===== src/rtl/sar_seq_pkg.sv =====
package sar_seq_pkg;

    localparam int SAR_WIDTH_DEF = 12;
    localparam int SAR_SHORT_DEF = 8;

    typedef enum logic [0:0] {
        SAR_IDLE = 1'b0,
        SAR_RUN  = 1'b1
    } sar_state_e;

endpackage


===== src/rtl/sar_seq_ctrl.sv =====
module sar_seq_ctrl
    import sar_seq_pkg::*;
#(
    parameter int WIDTH      = SAR_WIDTH_DEF,
    parameter int SHORT_BITS = SAR_SHORT_DEF,
    parameter int PTR_W      = $clog2(WIDTH)
) (
    input  logic             clk,
    input  logic             rst_n,
    input  logic             start_i,
    input  logic             short_i,
    output logic             busy_o,
    output logic             done_o,
    output logic             clear_o,
    output logic             commit_o,
    output logic             last_o,
    output logic             short_o,
    output logic [PTR_W-1:0] ptr_o
);

    localparam logic [PTR_W-1:0] PTR_TOP   = PTR_W'(WIDTH - 1);
    localparam logic [PTR_W-1:0] PTR_SHORT = PTR_W'(WIDTH - SHORT_BITS);
    localparam logic [PTR_W-1:0] PTR_FULL  = '0;

    typedef struct packed {
        sar_state_e       state;
        logic [PTR_W-1:0] ptr;
        logic             short_len;
        logic             done;
    } ctrl_t;

    ctrl_t ctrl_d, ctrl_q;
    logic  at_stop;

    // Stop position depends on the length captured at start, not the live input
    assign at_stop = (ctrl_q.ptr == (ctrl_q.short_len ? PTR_SHORT : PTR_FULL));

    always_comb begin
        ctrl_d      = ctrl_q;
        ctrl_d.done = 1'b0;
        unique case (ctrl_q.state)
            SAR_IDLE: begin
                if (start_i) begin
                    ctrl_d.state     = SAR_RUN;
                    ctrl_d.ptr       = PTR_TOP;
                    ctrl_d.short_len = short_i;
                end
            end
            SAR_RUN: begin
                if (at_stop) begin
                    ctrl_d.state = SAR_IDLE;
                    ctrl_d.done  = 1'b1;
                end else begin
                    ctrl_d.ptr = ctrl_q.ptr - 1'b1;
                end
            end
            default: ctrl_d.state = SAR_IDLE;
        endcase
    end

    always_ff @(posedge clk or negedge rst_n) begin
        if (!rst_n) begin
            ctrl_q <= '{state: SAR_IDLE, ptr: '0, short_len: 1'b0, done: 1'b0};
        end else begin
            ctrl_q <= ctrl_d;
        end
    end

    assign busy_o   = (ctrl_q.state == SAR_RUN);
    assign done_o   = ctrl_q.done;
    assign clear_o  = (ctrl_q.state == SAR_IDLE) && start_i;
    assign commit_o = busy_o;
    assign last_o   = busy_o && at_stop;
    assign short_o  = ctrl_q.short_len;
    assign ptr_o    = ctrl_q.ptr;

endmodule


===== src/rtl/sar_seq_mask.sv =====
module sar_seq_mask
    import sar_seq_pkg::*;
#(
    parameter int WIDTH      = SAR_WIDTH_DEF,
    parameter int SHORT_BITS = SAR_SHORT_DEF,
    parameter int PTR_W      = $clog2(WIDTH)
) (
    input  logic [PTR_W-1:0] ptr_i,
    input  logic             short_i,
    output logic [WIDTH-1:0] bit_sel_o,
    output logic [WIDTH-1:0] keep_o
);

    for (genvar i = 0; i < WIDTH; i++) begin : g_bit
        assign bit_sel_o[i] = (ptr_i == PTR_W'(i));
        if (i >= WIDTH - SHORT_BITS) begin : g_upper
            assign keep_o[i] = 1'b1;
        end else begin : g_lower
            assign keep_o[i] = !short_i;
        end
    end

endmodule


===== src/rtl/sar_seq_reg.sv =====
module sar_seq_reg
    import sar_seq_pkg::*;
#(
    parameter int WIDTH = SAR_WIDTH_DEF
) (
    input  logic             clk,
    input  logic             rst_n,
    input  logic             clear_i,
    input  logic             commit_i,
    input  logic             last_i,
    input  logic             cmp_i,
    input  logic [WIDTH-1:0] bit_sel_i,
    input  logic [WIDTH-1:0] keep_i,
    output logic [WIDTH-1:0] trial_o,
    output logic [WIDTH-1:0] result_o
);

    typedef struct packed {
        logic [WIDTH-1:0] approx;
        logic [WIDTH-1:0] result;
    } reg_t;

    reg_t             reg_d, reg_q;
    logic [WIDTH-1:0] approx_next;

    always_comb begin
        approx_next = reg_q.approx;
        if (clear_i) begin
            approx_next = '0;
        end else if (commit_i && !cmp_i) begin
            approx_next = reg_q.approx | bit_sel_i;
        end
        reg_d.approx = approx_next;
        reg_d.result = last_i ? (approx_next & keep_i) : reg_q.result;
    end

    always_ff @(posedge clk or negedge rst_n) begin
        if (!rst_n) begin
            reg_q <= '0;
        end else begin
            reg_q <= reg_d;
        end
    end

    assign trial_o  = commit_i ? (reg_q.approx | bit_sel_i) : '0;
    assign result_o = reg_q.result;

endmodule


===== src/rtl/sar_seq_core.sv =====
module sar_seq_core
    import sar_seq_pkg::*;
#(
    parameter int WIDTH      = SAR_WIDTH_DEF,
    parameter int SHORT_BITS = SAR_SHORT_DEF
) (
    input  logic             clk,
    input  logic             rst_n,
    input  logic             start_i,
    input  logic             short_i,
    input  logic             cmp_i,
    output logic [WIDTH-1:0] trial_o,
    output logic             busy_o,
    output logic             done_o,
    output logic [WIDTH-1:0] result_o
);

    localparam int PTR_W = $clog2(WIDTH);

    logic             clear, commit, last, short_cap;
    logic [PTR_W-1:0] ptr;
    logic [WIDTH-1:0] bit_sel, keep;

    sar_seq_ctrl #(
        .WIDTH     (WIDTH),
        .SHORT_BITS(SHORT_BITS),
        .PTR_W     (PTR_W)
    ) u_ctrl (
        .clk     (clk),
        .rst_n   (rst_n),
        .start_i (start_i),
        .short_i (short_i),
        .busy_o  (busy_o),
        .done_o  (done_o),
        .clear_o (clear),
        .commit_o(commit),
        .last_o  (last),
        .short_o (short_cap),
        .ptr_o   (ptr)
    );

    sar_seq_mask #(
        .WIDTH     (WIDTH),
        .SHORT_BITS(SHORT_BITS),
        .PTR_W     (PTR_W)
    ) u_mask (
        .ptr_i    (ptr),
        .short_i  (short_cap),
        .bit_sel_o(bit_sel),
        .keep_o   (keep)
    );

    sar_seq_reg #(
        .WIDTH(WIDTH)
    ) u_reg (
        .clk      (clk),
        .rst_n    (rst_n),
        .clear_i  (clear),
        .commit_i (commit),
        .last_i   (last),
        .cmp_i    (cmp_i),
        .bit_sel_i(bit_sel),
        .keep_i   (keep),
        .trial_o  (trial_o),
        .result_o (result_o)
    );

endmodule


===== config.mk =====
export PLATFORM = sky130hd
export DESIGN_NAME = sar_seq_core
export DESIGN_NICKNAME = d
export VERILOG_FILES = /design/src/rtl/sar_seq_pkg.sv /design/src/rtl/sar_seq_ctrl.sv /design/src/rtl/sar_seq_mask.sv /design/src/rtl/sar_seq_reg.sv /design/src/rtl/sar_seq_core.sv
export SDC_FILE = /design/constraint.sdc
export NUM_CORES = 1
export LEC_CHECK = 0
export BUFFER_PORTS_ARGS = -buffer_cell sky130_fd_sc_hd__buf_2
export CAP_MARGIN = 5
export CORE_ASPECT_RATIO = 0.75
export CORE_MARGIN = 1
export CORE_UTILIZATION = 35
export CTS_CLUSTER_DIAMETER = 60
export DETAILED_ROUTE_END_ITERATION = 10
export PLACE_DENSITY = 0.65
export SLEW_MARGIN = 20
export SYNTH_ARGS = -nofsm -noshare
export SYNTH_HDL_FRONTEND = slang
export SYNTH_HIERARCHICAL = 1
export SYNTH_SLANG_ARGS = --single-unit

===== constraint.sdc =====
create_clock -name clk -period 2.3 [get_ports clk]
set_input_delay 0.345 -clock clk [delete_from_list [all_inputs] [get_ports clk]]
set_output_delay 0.345 -clock clk [all_outputs]
set_load 0.02 [all_outputs]

==> impl_metrics.json, run 1 <==
{
  "final_util_pct": 40.7,
  "synthCells": 185,
  "post_cts_repair_timing_setup_buffer_count": 0,
  "setup_total_negative_slack_ps": 0,
  "maxSlewHeadroom_pct": 53.5,
  "layout_setup_ws_ps": 266,
  "sequentialPowerShare_pct": 30.5,
  "power.share.combinational_pct": 52.6,
  "rr_startpoint": "u_ctrl/ptr_o[2]",
  "worstReg2RegEnd": "u_reg/result_o[7]",
  "numPlacedInstances": 265,
  "drt_iter0_drc": 45,
  "cts.hold.buffers_added": 0,
  "final.setup_skew_ps": 7.66,
  "rsz0062_at_grt": "false",
  "fin_nets": 206,
  "instances_no_fill": 273,
  "power_per_cell_area_nw_per_um2": 1630,
  "post_route_cells_drive_above_1_share_pct": 38.3,
  "switching_power_mw": 1.48,
  "postRouteWirelength_mm": 3.65,
  "cts_resized": 0,
  "timing.critical_path.to_type": "output port",
  "grt_max_degree": 32,
  "clock_sink_count": 31,
  "grt_use_total_pct": 14.1,
  "final_setup_fails": 0,
  "min_period_ps": 2030,
  "cts_tree": "built",
  "ys_seq_elements": 31,
  "area_of_the_multi_input_gates_um2": 817,
  "count_of_flip_flops_with_a_built_in_enable_after_synthesis": 0,
  "critical_path.startpoint_type": "flop",
  "buffer_ports.inserted": 30,
  "tritoncts.num_buffers": 5,
  "drt-pass1-iter-count": 4,
  "floorplan.io_pins": 31,
  "antenna_violations_before_repair": 0,
  "finalWeightedCongestion": 0.725,
  "total_inserted_antenna_cells": 0,
  "timing.reg2reg.worst_path_depth": 5,
  "yosys_warning_count": 6,
  "detail-route-antenna-nets": 0,
  "critical_path_arrival_ps": 1690,
  "fin_hold_viols": 0,
  "power_leakage_nw": 0.967,
  "fin_worst_hold_slack_ps": 99.5,
  "status": "finished, final reports clean",
  "mostFrequentLayoutCells": "31 x sky130_fd_sc_hd__dfrtp_1, 30 x sky130_fd_sc_hd__buf_2, 17 x sky130_fd_sc_hd__inv_1, 17 x sky130_fd_sc_hd__nor2_1, 14 x sky130_fd_sc_hd__nand2_1",
  "slew_viol_final": 0,
  "worst_hold_path_type": "in2async",
  "rows": 22,
  "finalCritPeriodShare_pct": 88.4,
  "max_slew.worst_pin.slew_ps": 697,
  "power.ir.vdd_worst_mv": 0.551,
  "design_area_um2": 2050,
  "clock_latency_ps": 290,
  "sw_frac_of_total_pct": 44.4,
  "grt.overflow.total": 0,
  "final_common_cell": "sky130_fd_sc_hd__dfrtp_1",
  "critPathKind": "reg2out",
  "cts_max_level": 2,
  "layout.area.seq_um2": 776,
  "synthToLayoutAreaGrowth_pct": 8.75,
  "floorplan.core_area_um2": 5040,
  "filler_cell_count": 510,
  "yosysUniqueCellTypes": 38,
  "die_height_um": 65.6,
  "async_flop_share_pct": 100,
  "drt-vias-per-instance": 4.62,
  "wl_per_cell_um": 13.4,
  "dpl.hpwl_mm": 2.40,
  "post_detailed_placement_cell_area_um2": 1930,
  "seq_area_frac_synth_pct": 41.1,
  "maxClockFrequency_mhz": 492,
  "crit_fanout": 19,
  "worst_setup_hold_path_clk_slew_ps": 70,
  "internal-power_mw": 1.86,
  "drcViolationCount": 0,
  "dominantRegCellSynth": "sky130_fd_sc_hd__dfrtp_1",
  "grt_pass1_wl_mm": 5.88,
  "design.die.area_um2": 5690,
  "power.share.clock_pct": 16.8,
  "clockRootBuffer": "sky130_fd_sc_hd__clkbuf_8",
  "syn_area_um2": 1890,
  "initial_core_util_pct": 37.5,
  "clock_path_buffers": 2,
  "cap_violations": 0,
  "first_global_vias": 1169,
  "place_ws_ps": 346,
  "total_design_power_mw": 3.34,
  "setup.reg_to_reg.worst_slack_ps": 320,
  "synth_area_per_cell_um2": 10.2,
  "vias": 1261,
  "timing.critical_path.required_ps": 1960,
  "die_width_um": 86.8
}
## power groups by stage
stage | sequential, mW | combinational (mW) | clock [mW]
floorplan | 0.971 | 1.56 | 0
global placement | 1.02 | 1.75 | 0
detailed placement | 1.03 | 1.77 | 0
CTS | 1.02 | 1.77 | 0.580
global route | 1.06 | 1.92 | 0.600
finish | 1.02 | 1.76 | 0.563
## critical path, stage by stage, from the launching register on
cell and delay (ps):
sky130_fd_sc_hd__dfrtp_1 710, sky130_fd_sc_hd__nor4b_2 390, sky130_fd_sc_hd__o21a_1 150, sky130_fd_sc_hd__buf_2 150
## layer usage
layer | wire length (µm) | global-route usage, %
met3 | 203 | 4.15
met5 | 0 | 0
met2 | 1530 | 19.8
met4 | 63 | 6.88
met1 | 1850 | 19.4
## sequential cells by signal (all words and copies together) (netlist names)
| register | cells |
|---|---|
| u_ctrl/busy_o | 1 |
| u_ctrl/done_o | 1 |
| u_ctrl/ptr_o | 4 |
| u_ctrl/short_o | 1 |
| u_reg/reg_q | 12 |
| u_reg/result_o | 12 |
## kinds of logic (layout without fill, tap and decap cells)
family	after synthesis	count (layout)	synth area share (%)
simple gates	54	54	18.6
buf+inv	51	60	17.0
compound gates	45	45	21.0
flops	31	31	41.1
fa+ha+maj	1	1	0.663
other cells	1	8	0.199
xor+xnor	1	1	0.862
mux	1	1	0.597
## layout make-up
cell class              instances  share of cell area [%]
clock buffers                   6                    4.02
clock inverters                 2                    1.71
multi-input cells             110                    39.8
well taps                      72                    4.39
flip-flops and latches         31                    37.8
inverters                      17                    3.11
repair buffers                 35                    9.15
## worst max path at each step
stage	start	endpoint	slack [ps]	depth (start not counted)
final	u_ctrl/ptr_o[3]	trial_o[8]	270	3
after global routing	u_ctrl/ptr_o[2]	trial_o[4]	160	3
after detailed placement	u_ctrl/ptr_o[2]	u_reg/result_o[11]	350	5
after global placement	u_ctrl/ptr_o[2]	u_reg/result_o[11]	450	5
after floorplan	u_ctrl/ptr_o[0]	u_reg/result_o[1]	750	7
after CTS	u_ctrl/ptr_o[2]	trial_o[4]	250	3
## synthesized netlist by cell type (2+ instances only)
master | n | area, µm²
sky130_fd_sc_hd__o22ai_2 | 10 | 125
sky130_fd_sc_hd__and4b_1 | 2 | 20.0
sky130_fd_sc_hd__dfrtp_1 | 31 | 776
sky130_fd_sc_hd__inv_1 | 17 | 63.8
sky130_fd_sc_hd__buf_2 | 4 | 20.0
sky130_fd_sc_hd__a21oi_1 | 3 | 15.0
sky130_fd_sc_hd__buf_4 | 25 | 188
sky130_fd_sc_hd__a21oi_2 | 10 | 87.6
sky130_fd_sc_hd__o21ai_0 | 2 | 10.0
sky130_fd_sc_hd__o22ai_1 | 2 | 12.5
sky130_fd_sc_hd__nor2b_1 | 2 | 12.5
sky130_fd_sc_hd__buf_6 | 4 | 45.0
sky130_fd_sc_hd__nor4b_2 | 4 | 60.1
sky130_fd_sc_hd__nor2_1 | 17 | 63.8
sky130_fd_sc_hd__and4bb_2 | 5 | 62.6
sky130_fd_sc_hd__nand2_1 | 14 | 52.6
sky130_fd_sc_hd__o21a_1 | 12 | 90.1
Note: power is estimated with default switching activity, not from simulation.
==> inputs of run 2 (changes only) <==
--- a/config.mk
+++ b/config.mk
@@ -13,6 +13,7 @@
 export CTS_CLUSTER_DIAMETER = 60
 export DETAILED_ROUTE_END_ITERATION = 10
 export PLACE_DENSITY = 0.65
+export RECOVER_POWER = 50
 export SLEW_MARGIN = 20
 export SYNTH_ARGS = -nofsm -noshare
 export SYNTH_HDL_FRONTEND = slang
==> run 2 against run 1 <==
Net effect: the run now ends with capacitance limit, slew limit left; maximum frequency about the same; clock-buffer cell count unchanged; wire length about the same; worst hold slack improved by 200 ps; clock skew is 2.0 ps lower; die area is the same; design area fell by 0.85%.
==> impl_metrics.json, run 2 (synthesized netlist as in run 1, its figures left out) <==
{
  "power_per_cell_area_nw_per_um2": 1630,
  "switching_power_mw": 1.48,
  "power.ir.vdd_worst_mv": 0.550,
  "first_global_vias": 1169,
  "critPathKind": "reg2out",
  "sequentialPowerShare_pct": 30.8,
  "kind_of_cell_adding_the_most_delay_to_the_critical_path": "flip-flops",
  "dpl.hpwl_mm": 2.40,
  "timing.critical_path.to_type": "output port",
  "slew_viol_final": 32,
  "fin_nets": 206,
  "final_util_pct": 40.4,
  "final.setup_skew_ps": 5.69,
  "setup.reg_to_reg.worst_slack_ps": 330,
  "detail-route-antenna-nets": 0,
  "crit_path_cell_trace": "nor4b_2 > o21a_1 > buf_2",
  "worst_setup_hold_path_clk_slew_ps": 70,
  "power.share.combinational_pct": 52.3,
  "postRouteWirelength_mm": 3.65,
  "maxClockFrequency_mhz": 492,
  "tritoncts.num_buffers": 5,
  "worstReg2RegEnd": "u_reg/result_o[7]",
  "maxSlewHeadroom_pct": -11.6,
  "total_design_power_mw": 3.32,
  "fin_hold_viols": 0,
  "power_leakage_nw": 0.914,
  "buffer_ports.inserted": 30,
  "clock_latency_ps": 280,
  "cts.hold.buffers_added": 0,
  "rsz0062_at_grt": "false",
  "antenna_violations_before_repair": 0,
  "critical_path_arrival_ps": 1690,
  "power.share.clock_pct": 16.9,
  "internal-power_mw": 1.83,
  "mostFrequentLayoutCells": "31 x sky130_fd_sc_hd__dfrtp_1, 17 x sky130_fd_sc_hd__inv_1, 17 x sky130_fd_sc_hd__nor2_1, 16 x sky130_fd_sc_hd__buf_2",
  "clock_path_buffers": 2,
  "clock_sink_count": 31,
  "largest_stage_delay_on_the_critical_path_ps": 710,
  "grt_max_degree": 32,
  "grt_use_total_pct": 14.1,
  "instance_count_on_the_critical_path": 3,
  "vias": 1259,
  "timing.reg2reg.worst_path_depth": 5,
  "die_width_um": 86.8,
  "crit_end": "trial_o[8]",
  "rows": 22,
  "drt-pass1-iter-count": 4,
  "setup_total_negative_slack_ps": 0,
  "drt-vias-per-instance": 4.61,
  "grt.overflow.total": 0,
  "critical_path.startpoint_type": "flop",
  "post_cts_repair_timing_setup_buffer_count": 0,
  "max_slew.worst_pin.slew_ps": 1670,
  "cell_at_the_slowest_stage_of_the_critical_path": "sky130_fd_sc_hd__dfrtp_1",
  "crit_fanout": 19,
  "cts_max_level": 2,
  "final_setup_fails": 0,
  "cts_resized": 0,
  "drt_iter0_drc": 41,
  "worst_hold_path_type": "in2reg",
  "finalWeightedCongestion": 0.725,
  "wl_per_cell_um": 13.4,
  "initial_core_util_pct": 37.5,
  "drcViolationCount": 0,
  "cts_tree": "built",
  "die_height_um": 65.6,
  "timing.critical_path.required_ps": 1960,
  "design_area_um2": 2030,
  "min_period_ps": 2030,
  "cap_violations": 1,
  "grt_pass1_wl_mm": 5.88,
  "floorplan.io_pins": 31,
  "final_common_cell": "sky130_fd_sc_hd__dfrtp_1",
  "status": "finished with violations",
  "clockRootBuffer": "sky130_fd_sc_hd__clkbuf_8",
  "violated_checks": "capacitance limit, slew limit",
  "finalCritPeriodShare_pct": 88.4,
  "timing.critical_path.from": "u_ctrl/ptr_o[3]",
  "post_detailed_placement_cell_area_um2": 1930,
  "design.die.area_um2": 5690,
  "total_inserted_antenna_cells": 0,
  "post_route_cells_drive_above_1_share_pct": 31.3,
  "rr_startpoint": "u_ctrl/ptr_o[2]",
  "synthToLayoutAreaGrowth_pct": 7.82,
  "sw_frac_of_total_pct": 44.7,
  "cp_num_buf_inv": 1,
  "floorplan.core_area_um2": 5040
}
run 2: power by group through the flow:
stage | clock [mW] | combinational [mW] | sequential [mW]
4_1_cts | 0.580 | 1.77 | 1.02
5_1_grt | 0.600 | 1.89 | 1.07
2_1_floorplan | 0 | 1.56 | 0.971
3_5_place_dp | 0 | 1.77 | 1.03
6_report | 0.562 | 1.73 | 1.02
3_3_place_gp | 0 | 1.75 | 1.02
run 2: stage by stage:
stage               hold WS, ps  worst slack (ps)  cells
floorplan                  49.4               748    192
global placement            434               446    265
detailed placement          440               346    265
CTS                         127               251    273
global route                302               160    273
finish                      302               267    273
run 2: cell type report:
cell class	count	area, µm²
clock buffer	6	82.6
clock inverter	2	35.0
fill	514	3000
inverter	17	63.8
multi-input combinational	110	817
sequential	31	776
tap	72	90.1
timing repair buffer	35	170
run 2: layer usage:
metal  GRT usage (%)  wire, µm
met1            19.4      1900
met2            19.8      1530
met3            4.15       165
met4            6.88        56
met5               0         0
run 2: worst min path at each step:
stage                 start  cells after the start  slack, ps           endpoint
finish              short_i                      2        300     u_ctrl/short_o
global route        short_i                      2        300     u_ctrl/short_o
CTS                   rst_n                      1        130  u_reg/result_o[3]
detailed placement    rst_n                      1        440  u_reg/result_o[1]
global placement      rst_n                      1        430  u_reg/result_o[2]
floorplan             rst_n                      0         50      u_ctrl/busy_o
